--- config.mk ---
export PLATFORM = sky130hd
export DESIGN_NAME = gated_timer
export DESIGN_NICKNAME = d
export VERILOG_FILES = /design/src/rtl/tmr_pkg.sv /design/src/rtl/tmr_tick_gen.sv /design/src/rtl/tmr_count_core.sv /design/src/rtl/tmr_flag.sv /design/src/rtl/gated_timer.sv
export SDC_FILE = /design/constraint.sdc
export NUM_CORES = 1
export LEC_CHECK = 0
export BUFFER_PORTS_ARGS = -buffer_cell sky130_fd_sc_hd__buf_2
export CORE_MARGIN = 1.5
export CORE_UTILIZATION = 50
export CTS_CLUSTER_SIZE = 40
export DETAILED_ROUTE_END_ITERATION = 12
export HOLD_SLACK_MARGIN = 0.05
export PLACE_DENSITY_LB_ADDON = 0.1
export REMOVE_ABC_BUFFERS = 1
export SETUP_SLACK_MARGIN = 0.2
export SYNTH_ARGS = -nofsm -noshare
export SYNTH_HDL_FRONTEND = slang
export SYNTH_HIERARCHICAL = 1
export SYNTH_SLANG_ARGS = --single-unit
--- constraint.sdc ---
create_clock -name clk -period 6.4 [get_ports clk]
set_clock_uncertainty 0.2 [all_clocks]
set_input_delay 0.96 -clock clk [delete_from_list [all_inputs] [get_ports clk]]
set_output_delay 0.96 -clock clk [all_outputs]
set_load 0.1 [all_outputs]
--- src/rtl/tmr_pkg.sv ---
`timescale 1ns/1ps
package tmr_pkg;

    localparam int CNT_W   = 8;
    localparam int PRE13_W = 5;

    typedef enum logic [1:0] {
        MODE_13     = 2'b00,
        MODE_16     = 2'b01,
        MODE_RELOAD = 2'b10,
        MODE_HOLD   = 2'b11
    } tmr_mode_e;

    typedef struct packed {
        logic [CNT_W-1:0] hi;
        logic [CNT_W-1:0] lo;
    } cnt_t;

    typedef struct packed {
        cnt_t nxt;
        logic ovf;
    } step_res_t;

    // One count step for the chosen mode; reports whether it wrapped.
    function automatic step_res_t step_count(tmr_mode_e m, cnt_t c);
        step_res_t r;
        logic [2*CNT_W-1:0] wide;
        r.nxt = c;
        r.ovf = 1'b0;
        wide  = '0;
        case (m)
            MODE_16: begin
                wide  = {c.hi, c.lo} + 1'b1;
                r.nxt = wide;
                r.ovf = &{c.hi, c.lo};
            end
            MODE_13: begin
                if (&c.lo[PRE13_W-1:0]) begin
                    r.nxt.lo[PRE13_W-1:0] = '0;
                    r.nxt.hi              = c.hi + 1'b1;
                    r.ovf                 = &c.hi;
                end else begin
                    r.nxt.lo[PRE13_W-1:0] = c.lo[PRE13_W-1:0] + 1'b1;
                end
            end
            MODE_RELOAD: begin
                if (&c.lo) begin
                    r.nxt.lo = c.hi;
                    r.ovf    = 1'b1;
                end else begin
                    r.nxt.lo = c.lo + 1'b1;
                end
            end
            default: ;
        endcase
        return r;
    endfunction

endpackage

--- src/rtl/tmr_tick_gen.sv ---
`timescale 1ns/1ps
module tmr_tick_gen #(
    parameter int MC_DIV = 12
) (
    input  logic clk,
    input  logic rst,
    input  logic run,
    input  logic gate_en,
    input  logic gate_pin,
    input  logic cnt_ext,
    input  logic ext_pin,
    output logic step_req
);
    localparam int PRE_W = (MC_DIV > 1) ? $clog2(MC_DIV) : 1;
    localparam logic [PRE_W-1:0] PRE_LAST = PRE_W'(MC_DIV - 1);

    logic [PRE_W-1:0] pre_q;
    logic             mc_tick;
    logic             samp_q;
    logic             fall_seen;
    logic             allowed;

    assign mc_tick = (pre_q == PRE_LAST);

    always_ff @(posedge clk) begin
        if (rst) begin
            pre_q  <= '0;
            samp_q <= 1'b0;
        end else if (mc_tick) begin
            pre_q  <= '0;
            samp_q <= ext_pin;
        end else begin
            pre_q  <= pre_q + 1'b1;
        end
    end

    // Falling edge: previous machine-cycle sample high, this one low.
    assign fall_seen = mc_tick && samp_q && !ext_pin;
    assign allowed   = run && (!gate_en || gate_pin);
    assign step_req  = allowed && (cnt_ext ? fall_seen : mc_tick);

endmodule

--- src/rtl/tmr_count_core.sv ---
`timescale 1ns/1ps
module tmr_count_core
    import tmr_pkg::*;
(
    input  logic             clk,
    input  logic             rst,
    input  tmr_mode_e        mode,
    input  logic             step_req,
    input  logic             wr_hi,
    input  logic             wr_lo,
    input  logic [CNT_W-1:0] wr_data,
    output cnt_t             cnt,
    output logic             ovf_pulse
);
    cnt_t      cnt_q;
    step_res_t res;
    logic      any_wr;

    assign any_wr    = wr_hi || wr_lo;
    assign res       = step_count(mode, cnt_q);
    assign ovf_pulse = step_req && !any_wr && res.ovf;
    assign cnt       = cnt_q;

    always_ff @(posedge clk) begin
        if (rst) begin
            cnt_q <= '0;
        end else if (any_wr) begin
            if (wr_hi) cnt_q.hi <= wr_data;
            if (wr_lo) cnt_q.lo <= wr_data;
        end else if (step_req) begin
            cnt_q <= res.nxt;
        end
    end

endmodule

--- src/rtl/tmr_flag.sv ---
`timescale 1ns/1ps
module tmr_flag (
    input  logic clk,
    input  logic rst,
    input  logic ovf_pulse,
    input  logic flag_clr,
    input  logic irq_ack,
    input  logic irq_en,
    output logic ovf_flag,
    output logic irq
);
    logic flag_q;

    always_ff @(posedge clk) begin
        if (rst)                       flag_q <= 1'b0;
        else if (ovf_pulse)            flag_q <= 1'b1;
        else if (flag_clr || irq_ack)  flag_q <= 1'b0;
    end

    assign ovf_flag = flag_q;
    assign irq      = flag_q && irq_en;

endmodule

--- src/rtl/gated_timer.sv ---
`timescale 1ns/1ps
module gated_timer
    import tmr_pkg::*;
#(
    parameter int MC_DIV = 12
) (
    input  logic             clk,
    input  logic             rst,
    input  logic [1:0]       cfg_mode,
    input  logic             cnt_ext,
    input  logic             gate_en,
    input  logic             run,
    input  logic             irq_en,
    input  logic             wr_hi,
    input  logic             wr_lo,
    input  logic [CNT_W-1:0] wr_data,
    input  logic             flag_clr,
    input  logic             irq_ack,
    input  logic             ext_pin,
    input  logic             gate_pin,
    output logic [CNT_W-1:0] cnt_hi,
    output logic [CNT_W-1:0] cnt_lo,
    output logic             ovf_flag,
    output logic             irq
);
    tmr_mode_e mode;
    logic      step_req;
    logic      ovf_pulse;
    cnt_t      cnt;

    assign mode = tmr_mode_e'(cfg_mode);

    tmr_tick_gen #(.MC_DIV(MC_DIV)) u_tick (
        .clk      (clk),
        .rst      (rst),
        .run      (run),
        .gate_en  (gate_en),
        .gate_pin (gate_pin),
        .cnt_ext  (cnt_ext),
        .ext_pin  (ext_pin),
        .step_req (step_req)
    );

    tmr_count_core u_core (
        .clk       (clk),
        .rst       (rst),
        .mode      (mode),
        .step_req  (step_req),
        .wr_hi     (wr_hi),
        .wr_lo     (wr_lo),
        .wr_data   (wr_data),
        .cnt       (cnt),
        .ovf_pulse (ovf_pulse)
    );

    tmr_flag u_flag (
        .clk       (clk),
        .rst       (rst),
        .ovf_pulse (ovf_pulse),
        .flag_clr  (flag_clr),
        .irq_ack   (irq_ack),
        .irq_en    (irq_en),
        .ovf_flag  (ovf_flag),
        .irq       (irq)
    );

    assign cnt_hi = cnt.hi;
    assign cnt_lo = cnt.lo;

endmodule

Word-level counts from Yosys, hierarchy flattened
Index checks and enable logic that the tools add are counted.
{"block": "word_totals", "wordCells": 59, "input_bits": 22, "register_bits": 22, "out_inout_bits": 18}
{"block": "op_classes", "n_reduce_logical": 27, "add_sub_neg": 5, "n_eq_ne": 6, "n_mux": 15}
{"op": "16-bit two-way mux", "count": 2}
{"op": "8-bit two-way mux", "count": 4}
{"op": "6-bit one-hot mux with 3 select lines", "count": 1}
{"op": "16-bit by 1-bit adder with 16-bit output (second input constant)", "count": 1}
{"op": "8-bit by 1-bit adder with 8-bit output (second input constant)", "count": 2}
{"op": "8-bit one-hot mux with 2 select lines", "count": 1}
{"op": "16-bit AND reduction", "count": 1}
{"op": "8-bit AND reduction", "count": 2}
{"op": "1-bit logical AND", "count": 7}
{"op": "3-bit one-hot mux with 2 select lines", "count": 1}
{"op": "3-bit AND reduction", "count": 2}
{"op": "3-bit nonzero test", "count": 2}
{"op": "5-bit by 1-bit adder with 5-bit output (second input constant)", "count": 1}
{"op": "1-bit two-way mux", "count": 5}
{"op": "5-bit two-way mux", "count": 1}
{"op": "5-bit AND reduction", "count": 1}
{"op": "4-bit by 1-bit adder with 4-bit output (second input constant)", "count": 1}
{"op": "4-bit equality test (second input constant)", "count": 1}
{"op": "2-bit != test (second input constant)", "count": 2}
{"op": "4-bit AND reduction", "count": 1}
{"op": "2-bit nonzero test", "count": 2}
{"op": "4-bit nonzero test", "count": 1}
{"op": "1-bit zero test", "count": 3}
{"op": "1-bit logical OR", "count": 3}
{"op": "other kinds (5)", "count": 5}

Longest topological paths before layout
{"block": "depth", "ltp_word": 8, "ltp_mapped": 11}

Hierarchy
The synthesis kept the hierarchy.
{"module": "tmr_count_core", "seq_area_each_um2": 320.3, "cells_each": 175, "instances": 1, "area_each_um2": 1375.1}
{"module": "tmr_tick_gen", "seq_area_each_um2": 100.1, "cells_each": 24, "instances": 1, "area_each_um2": 232.7}
{"module": "tmr_flag", "seq_area_each_um2": 20.0, "cells_each": 5, "instances": 1, "area_each_um2": 43.8}

Worst setup path after synthesis
Ideal clock, no wire load.
{"block": "synth_timing", "path_kind": "register -> register", "from": "reg u_core.cnt_q (netlist bit u_core/cnt[0])", "to": "reg u_core.cnt_q (netlist bit u_core/cnt[14])", "path_buffers": 0, "synth_period_minus_slack_ns": 3.109, "arrival_ns": 2.790, "path_slack_ns": 3.291, "stages_incl_launch_ff": 10, "cell_sequence": "dfxtp_1 -> ha_1 -> nand3_2 -> inv_1 -> ha_1 -> nor2_1 -> o41a_1 -> a221o_1 -> o211ai_1 -> nand2_1"}
{"block": "synth_via", "elab_chain_cells": 4}
{"item": "from (decl)", "line_no": "tmr_count_core.sv:15", "rtl": "cnt_t cnt_q;"}
{"item": "from (signal assigned)", "line_no": "tmr_count_core.sv:31", "rtl": "cnt_q <= res.nxt;"}
{"item": "16-bit by 1-bit adder with 16-bit output", "line_no": "tmr_pkg.sv:33", "rtl": "wide = {c.hi, c.lo} + 1'b1;"}
{"item": "8-bit one-hot mux with 2 select lines", "line_no": "tmr_pkg.sv:31", "rtl": "case (m)"}
{"item": "16-bit two-way mux", "line_no": "tmr_count_core.sv:30", "rtl": "end else if (step_req) begin"}
{"item": "16-bit two-way mux", "line_no": "tmr_count_core.sv:27", "rtl": "end else if (any_wr) begin"}
Several ways; a longest one is shown, not always the timed one. The select of a mux whose other input is x is not followed.
A chain may end at the register's enable or synchronous reset.

Worst setup path after layout
{"block": "layout_timing", "from": "in irq_en", "to": "out irq"}
{"block": "layout_via", "elab_chain_cells": 1}
{"item": "from (decl)", "line_no": "gated_timer.sv:13", "rtl": "input logic irq_en,"}
{"item": "1-bit logical AND", "line_no": "tmr_flag.sv:21", "rtl": "assign irq = flag_q && irq_en;"}
{"item": "to (decl)", "line_no": "gated_timer.sv:24", "rtl": "output logic irq"}
Every way passes these cells.

==> flow_metrics.env <==
export IMPL_crit_path_max_cell_delay_ns=0.41
export IMPL_post_cts_buffers=0
export IMPL_holdBufCountCts=0
export IMPL_clockRootBuffer="sky130_fd_sc_hd__clkbuf_4"
export IMPL_die_h_um=60.5
export IMPL_total_power_uw=345
export IMPL_drt_pass1_iterations=5
export IMPL_antenna_violations_before_repair=0
export IMPL_cap_viol_max_count=0
export IMPL_place_port_buffers=39
export IMPL_critical_path_n_buffers_inverters=2
export IMPL_tritoncts="done"
export IMPL_max_vdd_ir_drop_mv=0.129
export IMPL_initial_core_util_pct=53.2
export IMPL_path_class="in2out"
export IMPL_grt_max_degree=20
export IMPL_post_route_cells_drive_above_1_share_pct=23.9
export IMPL_preCtsSetupSlack_ns=3.51
export IMPL_ff2ff_setup_slack_ns=3.70
export IMPL_synth_to_final_area_change_pct=12.8
export IMPL_dpl_hpwl_um=3270
export IMPL_antenna_left=0
export IMPL_fmaxAchievable_ghz=0.370
export IMPL_synth_enable_flop_cells=0
export IMPL_cts_inserted_buffers=3
export IMPL_cts_reportedPaths_clkPinSlew_ns=0.12
export IMPL_timing_final_hold_violations=0
export IMPL_route_detailed_drc=0
export IMPL_synth_cells=204
export IMPL_io_pin_count=40
export IMPL_worstReg2RegStart="u_core/cnt[0]"
export IMPL_synth_seq_cells=22
export IMPL_grt_pass1_vias=1515
export IMPL_worstReg2RegEnd="u_core/cnt[13]"
export IMPL_drt_vias_per_instance=6.28
export IMPL_cp_common_cell="sky130_fd_sc_hd__buf_2"
export IMPL_routabilityCongestion=0.863
export IMPL_insertedDiodeCount=0
export IMPL_placedCellCount=278
export IMPL_tightestPinTransition_ns=0.582
export IMPL_final_max_slew_viol_count=0
export IMPL_grt_overflow_total=0
export IMPL_startpoint="irq_en"
export IMPL_run_status="finished, final reports clean"
export IMPL_crit_arrival_ns=1.55
export IMPL_asyncSetResetFlopFracSynth_pct=0
export IMPL_floorplan_die_area_mm2=0.00366
export IMPL_clockBufferDepth=2
export IMPL_finalSetupViolations=0
export IMPL_detail_route_iter0_violations=185
export IMPL_clock_latency_ns=0.32
export IMPL_drt_wirelength_per_cell_um=16.0
export IMPL_cts_htree_levels=1
export IMPL_critPathCapture="irq"
export IMPL_worstSetupStartpointType="primary input"
export IMPL_worst_path_dominant_cell_family="buffers and inverters"
export IMPL_synth_main_ff_cell="sky130_fd_sc_hd__dfxtp_1"
export IMPL_p_leak_nw=0.828
export IMPL_worst_r2r_cell_count=9
export IMPL_core_area_mm2=0.00310
export IMPL_cp_depth=3
export IMPL_setup_repair_after_global_routing_missed_its_margin="false"
export IMPL_worstHoldPathType="reg2reg"
export IMPL_synth_top_area_share_pct=26.7
export IMPL_cpMaxStageDelayCell="sky130_fd_sc_hd__buf_2"
export IMPL_path_cells="buf_2 -> and2_1 -> buf_2"
export IMPL_layoutNonFillerInstCount=282
export IMPL_ys_warnings_count=6
export IMPL_ys_top_cells_by_area="sky130_fd_sc_hd__dfxtp_1 27%, sky130_fd_sc_hd__nor2_1 4.3%, sky130_fd_sc_hd__a21oi_1 3.9%"
export IMPL_critical_path_peak_fanout=1
export IMPL_die_w_um=60.5
export IMPL_grt_pass1_wl_um=7300
export IMPL_synthesis_area_mm2=0.00165
export IMPL_finalSetupTns_ns=0
export IMPL_post_synth_cell_area_avg_um2=8.10
export IMPL_number_of_nets_in_the_layout=266
export IMPL_critical_path_endpoint_type="output pin"
export IMPL_std_cell_rows=20
export IMPL_routed_via_count=1770
export IMPL_cts_resized_gates=0
export IMPL_seq_area_frac_synth_pct=26.7
export IMPL_wl_um=4520
export IMPL_post_synth_top_area_cell="sky130_fd_sc_hd__dfxtp_1"
export IMPL_power_per_cell_area_mw_per_mm2=185
export IMPL_n_fill_cell=288
export IMPL_cts_sink_count=22
export IMPL_max_slew_margin_rel_pct=60.9
export IMPL_final_clock_period_utilization_by_the_worst_path_pct=42.3
export IMPL_yosysUniqueCellTypes=63
export IMPL_critical_path_required_ns=5.24
export IMPL_fin_ws_ns=3.69
export IMPL_post_route_min_period_ns=2.71
export IMPL_globalRouteTotalUtil_pct=26.4
## registers in the layout, summed over array words and instances, names as in the netlist
register,cells
u_flag/ovf_flag,1
u_tick/pre_q,4
u_tick/samp_q,1
u_core/cnt,16
## worst min-delay path by stage
stage          slack (ns)  cells after the start            start         endpoint
2_1_floorplan        0.25                      1  u_tick/pre_q[0]  u_tick/pre_q[0]
3_3_place_gp         0.28                      1  u_tick/pre_q[0]  u_tick/pre_q[0]
3_5_place_dp         0.28                      1  u_tick/pre_q[0]  u_tick/pre_q[0]
4_1_cts              0.30                      1  u_tick/pre_q[0]  u_tick/pre_q[0]
5_1_grt              0.32                      2    u_tick/samp_q    u_tick/samp_q
6_report             0.30                      1  u_tick/pre_q[0]  u_tick/pre_q[0]
## metrics by stage
step | hold slack [ns] | util [%] | instance area [µm²]
after floorplan | 0.249 | - | 1580
after global placement | 0.279 | 58.9 | 1830
after detailed placement | 0.281 | 58.9 | 1830
after CTS | 0.300 | 60.0 | 1860
after global routing | 0.317 | 60.0 | 1860
final | 0.298 | 60.0 | 1860
## final cells by class
class	count	area, µm²	area share [%]
Multi-Input combinational cell	162	1090	58.8
Sequential cell	22	440	23.6
Timing Repair Buffer	39	195	10.5
Clock buffer	4	36.3	1.95
Tap cell	44	55.1	2.95
Inverter	11	41.3	2.22
## cells in the mapped netlist (5+ instances only)
| library cell | number |
|---|---|
| sky130_fd_sc_hd__a21oi_1 | 13 |
| sky130_fd_sc_hd__a22oi_1 | 5 |
| sky130_fd_sc_hd__dfxtp_1 | 22 |
| sky130_fd_sc_hd__ha_1 | 5 |
| sky130_fd_sc_hd__inv_1 | 11 |
| sky130_fd_sc_hd__mux2i_1 | 5 |
| sky130_fd_sc_hd__nand2_1 | 16 |
| sky130_fd_sc_hd__nand3_1 | 9 |
| sky130_fd_sc_hd__nor2_1 | 19 |
| sky130_fd_sc_hd__nor3_1 | 5 |
| sky130_fd_sc_hd__o21ai_0 | 10 |
## power breakdown
| part | total (mW) | leakage, nW | internal, mW | switching (mW) |
|---|---|---|---|---|
| Sequential | 0.159 | 0.181 | 0.145 | 0.0139 |
| Combinational | 0.106 | 0.626 | 0.0277 | 0.0783 |
| Clock | 0.0804 | 0.0210 | 0.0348 | 0.0457 |
## metal layers
metal / up-vias / part of all wire [%] / GRT usage, %
li1: 842 / - / -
met1: 844 / 47 / 39.4
met2: 80 / 46 / 41.1
met3: 4 / 6.5 / 3.84
met4: 0 / 0.64 / 4.66
met5: - / 0 / 0
## layout by cell type (no fill, tap or decap), drive strengths merged, types with 2 or more instances in the layout
| cell | count |
|---|---|
| or3b | 2 |
| or2 | 3 |
| xor2 | 3 |
| nand2b | 6 |
| o22ai | 2 |
| nor3 | 5 |
| inv | 11 |
| a211oi | 2 |
| nand2 | 16 |
| a311oi | 2 |
| nand4 | 4 |
| a22oi | 5 |
| a21oi | 14 |
| dfxtp | 22 |
| a31oi | 4 |
| o21ai | 12 |
| o311a | 2 |
| and2 | 2 |
| nand3 | 10 |
| nor2 | 20 |
| mux2i | 5 |
| and3 | 2 |
| nor3b | 3 |
| a221o | 2 |
| clkbuf | 4 |
| ha | 5 |
| a21o | 5 |
| buf | 39 |
| o211ai | 4 |
| a32oi | 2 |
## logic make-up after synthesis
family,count (synthesis),synth area share (%)
and+or+nand+nor,79,27.3
xor gates and xnor gates,3,1.59
buffers and inverters,20,7.04
muxes,5,3.03
adders and majority gates,5,3.79
AOI/OAI and AO/OA,70,30.5
DFF,22,26.7
No activity file was read; power rests on OpenSTA's default activity.
